## src/rtl/vid_pkg.sv

```systemverilog
`timescale 1ns/1ps
package vid_pkg;
  localparam int unsigned DEF_N_SRC  = 16;
  localparam int unsigned DEF_ADDR_W = 15;
  localparam logic [7:0]  DEF_TBL_OFS = 8'hE0;

  typedef enum logic [1:0] {
    ST_IDLE  = 2'd0,
    ST_RD_HI = 2'd1,
    ST_RD_LO = 2'd2,
    ST_FIN   = 2'd3
  } vid_state_e;
endpackage

```

## src/rtl/vid_prio.sv

```systemverilog
`timescale 1ns/1ps
module vid_prio #(
  parameter int unsigned N_SRC = vid_pkg::DEF_N_SRC,
  parameter int unsigned IW    = $clog2(N_SRC)
) (
  input  logic             clk,
  input  logic             rst,
  input  logic [N_SRC-1:0] pend,
  input  logic [N_SRC-1:0] en,
  output logic [IW-1:0]    idx,
  output logic             any_hit
);
  logic [N_SRC-1:0] eligible;

  // Source N_SRC-1 is the software trap: pending alone qualifies it.
  genvar g;
  generate
    for (g = 0; g < N_SRC; g++) begin : g_elig
      if (g == N_SRC - 1) begin : g_trap
        assign eligible[g] = pend[g];
      end else begin : g_mask
        assign eligible[g] = pend[g] & en[g];
      end
    end
  endgenerate

  // Ascending scan: the last hit, i.e. the highest rank, wins.
  always_comb begin
    idx = '0;
    for (int i = 0; i < N_SRC; i++) begin
      if (eligible[i]) idx = IW'(i);
    end
  end

  assign any_hit = |eligible;


  top_rank_chk: assert property (@(posedge clk) disable iff (rst)
    any_hit |-> ((eligible >> idx) == N_SRC'(1)));

  default_idx_chk: assert property (@(posedge clk) disable iff (rst)
    !any_hit |-> (idx == '0));
endmodule

```

## src/rtl/vid_addr.sv

```systemverilog
`timescale 1ns/1ps
module vid_addr #(
  parameter int unsigned ADDR_W  = vid_pkg::DEF_ADDR_W,
  parameter int unsigned IW      = 4,
  parameter logic [7:0]  TBL_OFS = vid_pkg::DEF_TBL_OFS
) (
  input  logic [ADDR_W-1:0] instr_addr,
  input  logic [IW-1:0]     idx,
  output logic [ADDR_W-1:0] entry,
  output logic              page_adv
);
  localparam int unsigned PW = ADDR_W - 8;

  function automatic logic [PW-1:0] table_page(input logic [ADDR_W-1:0] ia);
    logic [PW-1:0] pg;
    pg = ia[ADDR_W-1:8];
    if (ia[7:0] == 8'hFF) pg = pg + PW'(1);
    return pg;
  endfunction

  function automatic logic [7:0] slot_offset(input logic [IW-1:0] i);
    return TBL_OFS + 8'({i, 1'b0});
  endfunction

  assign page_adv = (instr_addr[7:0] == 8'hFF);
  assign entry    = {table_page(instr_addr), slot_offset(idx)};
endmodule

```

## src/rtl/vid_seq.sv

```systemverilog
`timescale 1ns/1ps
module vid_seq #(
  parameter int unsigned ADDR_W = vid_pkg::DEF_ADDR_W
) (
  input  logic              clk,
  input  logic              rst,
  input  logic              start,
  input  logic [ADDR_W-1:0] entry_in,
  output logic              mem_rd_en,
  output logic [ADDR_W-1:0] mem_addr,
  input  logic [7:0]        mem_rdata,
  output logic              done,
  output logic [ADDR_W-1:0] target,
  output logic              accept_ev,
  output logic              rd_hi_ev,
  output logic              rd_lo_ev,
  output logic              fin_ev
);
  import vid_pkg::*;
  localparam int unsigned HB = ADDR_W - 8;

  vid_state_e        state;
  logic [ADDR_W-1:0] entry_q;
  logic [7:0]        hi_q;
  logic [ADDR_W-1:0] target_q;
  logic              done_q;

  function automatic logic [ADDR_W-1:0] join_target(input logic [7:0] hi,
                                                     input logic [7:0] lo);
    return {hi[HB-1:0], lo};
  endfunction

  assign accept_ev = (state == ST_IDLE) && start;
  assign rd_hi_ev  = (state == ST_RD_HI);
  assign rd_lo_ev  = (state == ST_RD_LO);
  assign fin_ev    = (state == ST_FIN);

  always_ff @(posedge clk) begin
    if (rst) begin
      state    <= ST_IDLE;
      entry_q  <= '0;
      hi_q     <= '0;
      target_q <= '0;
      done_q   <= 1'b0;
    end else begin
      done_q <= 1'b0;
      unique case (state)
        ST_IDLE: begin
          if (start) begin
            entry_q <= entry_in;
            state   <= ST_RD_HI;
          end
        end
        ST_RD_HI: state <= ST_RD_LO;
        ST_RD_LO: begin
          hi_q  <= mem_rdata;
          state <= ST_FIN;
        end
        ST_FIN: begin
          target_q <= join_target(hi_q, mem_rdata);
          done_q   <= 1'b1;
          state    <= ST_IDLE;
        end
        default: state <= ST_IDLE;
      endcase
    end
  end

  assign mem_rd_en = rd_hi_ev | rd_lo_ev;
  assign mem_addr  = rd_lo_ev ? {entry_q[ADDR_W-1:1], 1'b1} : entry_q;
  assign done      = done_q;
  assign target    = target_q;


  done_pulse_chk: assert property (@(posedge clk) disable iff (rst)
    done |=> !done);

  accept_read_chk: assert property (@(posedge clk) disable iff (rst)
    accept_ev |=> rd_hi_ev);

  rd_order_chk: assert property (@(posedge clk) disable iff (rst)
    rd_hi_ev |=> (rd_lo_ev && mem_addr == ADDR_W'($past(mem_addr) + 1'b1)));

  fin_done_chk: assert property (@(posedge clk) disable iff (rst)
    fin_ev |=> done);

  tgt_hold_chk: assert property (@(posedge clk) disable iff (rst)
    !done |-> $stable(target));
endmodule

```

## src/rtl/vid_dispatch.sv

```systemverilog
`timescale 1ns/1ps
module vid_dispatch #(
  parameter int unsigned N_SRC   = vid_pkg::DEF_N_SRC,
  parameter int unsigned ADDR_W  = vid_pkg::DEF_ADDR_W,
  parameter logic [7:0]  TBL_OFS = vid_pkg::DEF_TBL_OFS
) (
  input  logic              clk,
  input  logic              rst,
  input  logic              start,
  input  logic [N_SRC-1:0]  pend,
  input  logic [N_SRC-1:0]  en,
  input  logic [ADDR_W-1:0] instr_addr,
  output logic              mem_rd_en,
  output logic [ADDR_W-1:0] mem_addr,
  input  logic [7:0]        mem_rdata,
  output logic              done,
  output logic [ADDR_W-1:0] target
);
  localparam int unsigned IW = $clog2(N_SRC);

  logic [IW-1:0]     sel_idx;
  logic              any_hit;
  logic [ADDR_W-1:0] entry;
  logic              page_adv;
  logic              accept_ev, rd_hi_ev, rd_lo_ev, fin_ev;

  vid_prio #(.N_SRC(N_SRC), .IW(IW)) u_prio (
    .clk(clk), .rst(rst), .pend(pend), .en(en),
    .idx(sel_idx), .any_hit(any_hit)
  );

  vid_addr #(.ADDR_W(ADDR_W), .IW(IW), .TBL_OFS(TBL_OFS)) u_addr (
    .instr_addr(instr_addr), .idx(sel_idx),
    .entry(entry), .page_adv(page_adv)
  );

  vid_seq #(.ADDR_W(ADDR_W)) u_seq (
    .clk(clk), .rst(rst), .start(start), .entry_in(entry),
    .mem_rd_en(mem_rd_en), .mem_addr(mem_addr), .mem_rdata(mem_rdata),
    .done(done), .target(target),
    .accept_ev(accept_ev), .rd_hi_ev(rd_hi_ev),
    .rd_lo_ev(rd_lo_ev), .fin_ev(fin_ev)
  );


  tbl_window_chk: assert property (@(posedge clk) disable iff (rst)
    mem_rd_en |-> (mem_addr[7:0] >= TBL_OFS));

  page_same_chk: assert property (@(posedge clk) disable iff (rst)
    (accept_ev && !page_adv) |=> (mem_addr[ADDR_W-1:8] == $past(instr_addr[ADDR_W-1:8])));

  page_next_chk: assert property (@(posedge clk) disable iff (rst)
    (accept_ev && page_adv) |=>
      (mem_addr[ADDR_W-1:8] == (ADDR_W-8)'($past(instr_addr[ADDR_W-1:8]) + 1'b1)));

  default_slot_chk: assert property (@(posedge clk) disable iff (rst)
    (accept_ev && !any_hit) |=> (mem_addr[7:0] == TBL_OFS));
endmodule

```

## config.mk

```make
export PLATFORM = sky130hd
export DESIGN_NAME = vid_dispatch
export DESIGN_NICKNAME = d
export VERILOG_FILES = /design/src/rtl/vid_pkg.sv /design/src/rtl/vid_prio.sv /design/src/rtl/vid_addr.sv /design/src/rtl/vid_seq.sv /design/src/rtl/vid_dispatch.sv
export SDC_FILE = /design/constraint.sdc
export NUM_CORES = 1
export LEC_CHECK = 0
export BUFFER_PORTS_ARGS = -buffer_cell sky130_fd_sc_hd__buf_2
export CAP_MARGIN = 20
export CORE_ASPECT_RATIO = 0.75
export CORE_MARGIN = 2
export CORE_UTILIZATION = 40
export CTS_CLUSTER_SIZE = 10
export DETAILED_ROUTE_END_ITERATION = 16
export PLACE_DENSITY = 0.76
export SLEW_MARGIN = 30
export SYNTH_ARGS = -nofsm -noshare
export SYNTH_HDL_FRONTEND = slang
export SYNTH_SLANG_ARGS = --single-unit
```

## constraint.sdc

```tcl
create_clock -name clk -period 1.6 [get_ports clk]
set_input_delay 0.32 -clock clk [delete_from_list [all_inputs] [get_ports clk]]
set_output_delay 0.32 -clock clk [all_outputs]
set_load 0.05 [all_outputs]
```

==> out/results.ini <==
[outcome]
status=finished, final reports clean

[routing]
drt_pass1_iterations=4
wl_per_cell_microns=11.4
drt-total-wl_microns=3750
vias_per_cell=4.90
num_vias=1607
ant_nets=0
drtIter0Drc=40
drc=0

[die]
io_pins=90
die_w_microns=80.4
die_area_sq_mm=0.00493
core-area_sq_mm=0.00413
start_util_pct=42.4
row_count=20
fp.dieH_microns=61.3

[sta]
finClkSkew_ps=4.62
worst_slew_pin_slew_ps=424
fin_setup_tns_ps=0
relSlewSlack_pct=71.3
timing.hold.ws_ps=277
setup_viol=0
hold_viol=0
fin_crit_sh_pct=95.7
fmax_mhz=653
rsz0062_at_grt=no
drv_slew=0
period_minus_slack_ps=1530

[critical_path]
cp.arrival_ps=1210
start_kind=flip-flop
critPathMaxStageDelay_ps=340
cp_max_fo=4
cp.required_ps=1280
cp-end-kind=output pin
crit_type=reg2out
r2r_start=u_seq.state[0]
cpMaxStageDelayCell=dfxtp_1
crit_chain=inv_1, ha_1, buf_6
setup.worst_path.start=u_seq.state[0]

[synthesis]
syn_area_sq_mm=0.00175
yosysTopAreaCell=dfxtp_1
async_reset_ff_share_pct=0
synthMuxAreaShare_pct=14.3
synth_top_area_share_pct=42.3
ys_seq_elements=37
synth_edf_count=0
seq_area_frac_synth_pct=42.3
synth_flop_cell=dfxtp_1
synthSimpleGateAreaFrac_pct=19.5
synth.avg_cell_area_sq_um=9.37
synth_top_family_by_area=simple AND/OR/NAND/NOR gates
synthCells=187
synth_compound_area_share_pct=14.0
synthAdderAreaFrac_pct=3.57
ys_types=35
synth_nets=250
ys_top_cells_by_area=dfxtp_1 42%, mux2i_1 14%, nor2_1 7.9%
yosys.area_share.xor_xnor_pct=2.00
ys_warn_count=0

[global_routing]
grt_pass1_wl_microns=6160
antenna_found_initial=0
grt-busiest-layer=met2
grt_pass1_vias=1459
grtUsageMet3_pct=4.11
grt_max_degree=23
track_usage_pct=15.9
globalRouteMet1Util_pct=19.7
gr-total-overflow=0
met2_usage_pct=27.7

[clocking]
path_clk_slew_ps=70
cts_sinks=37
ctsHtreeMaxLevel=2
clk_latency_ps=280
postCtsSetupRepairBufs=0
cts_root_buf=clkbuf_8
clockBufferDepth=2
cts_made_buffers=5
cts_tree=yes
holdBufCountCts=0

[power_and_ir_drop]
p_leak_nw=1.03
power_w=0.00321
ir_drop_mv=0.974
powerDensity_mw_per_mm2=1380

[placed_design]
port_buffers=86
placed_cells=320
placed_cell_area_sq_mm=0.00223
hpwl_microns=2930
place_congestion=0.759

[cells_and_area]
fillers=392
stdcell_count=328
nets=335
stdcell_area_sq_mm=0.00233
n_antenna_cell=0
area_delta_synth_final_pct=33.1
drive_gt1_share_pct=38.5

[job]
maxCapViolCount=0

[hold_path]
hp-class=in2reg
worstHoldStart=mem_rdata[7]

-- worst paths after layout --
kind / endpoint / slack [ps] / cells past startpoint
setup / recovery: mem_rd_en / 70 / 3
setup reg to reg: u_seq.entry_q[4] / 200 / 5
hold reg to reg: u_seq.target[5] / 490 / 2
hold / removal: u_seq.target[7] / 280 / 3
-- per-layer routing --
| layer | vias to the layer above | share of wire, % |
|---|---|---|
| met5 | - | 0 |
| met3 | 2 | 5.9 |
| li1 | 845 | - |
| met1 | 716 | 48 |
| met4 | 0 | 0.72 |
| met2 | 44 | 45 |
-- cells in the final DEF, fill, tap and decap left out, types with 5 or more instances in the layout --
master and instances:
a211oi_1 7, a22o_1 5, buf_2 84, clkbuf_8 5, dfxtp_1 36, mux2i_1 25
nand2_1 11, nor2_1 37, nor3_1 5
-- logic make-up after synthesis --
kind of cell,after synthesis
DFF,37
AOI/OAI and AO/OA,31
adders and majority gates,5
buffers and inverters,16
muxes,25
xor gates and xnor gates,4
and+or+nand+nor,69
-- state kept, by name, indices dropped and copies added (netlist names) --
name / flops
u_seq.target: 15
u_seq.entry_q: 12
u_seq.hi_q: 7
u_seq.state: 2
u_seq.done: 1
-- cells in the mapped netlist (2+ instances only) --
master	n
nand4_1	2
nand2b_1	2
nor4_1	2
a22oi_1	3
mux2i_1	25
nor3_1	5
buf_2	4
clkbuf_1	2
a21oi_1	3
nand2_1	11
a32oi_1	2
ha_1	5
inv_1	4
a211oi_1	7
nand3_1	2
dfxtp_1	37
xnor2_1	4
a221oi_1	3
nand4_4	2
a22o_1	5
nor2_1	37
buf_4	3
nor2b_1	2
buf_1	3
o31ai_1	2
-- final cells by class --
class | count | area [sq um] | share of cell area (%)
Tap cell | 55 | 68.8 | 2.95
Sequential cell | 37 | 742 | 31.8
Clock inverter | 3 | 17.5 | 0.751
Clock buffer | 5 | 68.8 | 2.95
Inverter | 4 | 15.0 | 0.644
Timing Repair Buffer | 90 | 482 | 20.7
Multi-Input combinational cell | 134 | 937 | 40.2
-- timing repair --
| item | 4_1_cts | 5_1_grt |
|---|---|---|
| endpoints found under the hold margin | 0 | 0 |
| endpoints found under the setup margin | 2 | 1 |
| gates cloned | 0 | 0 |
| gates resized for setup | 3 | 2 |
-- critical path, delay by kind of cell (launching register included) --
family	cells	cell delay (ps)
adders and majority gates	1	330
buffers and inverters	2	250
DFF	1	340
-- power breakdown --
group	total [W]	leakage (nW)	switching (W)	internal, W
Clock	0.000617	0.0439	0.000317	0.000300
Sequential	0.00116	0.302	0.0000791	0.00108
Combinational	0.00144	0.681	0.000950	0.000487
-- through the flow --
step                setup slack, ps  utilization, %
floorplan                       163               -
global placement                200            54.1
detailed placement              182            54.1
CTS                            23.3            56.3
global route                   12.8            56.5
finish                         69.0            56.5
(Power assumes the default switching activity.)
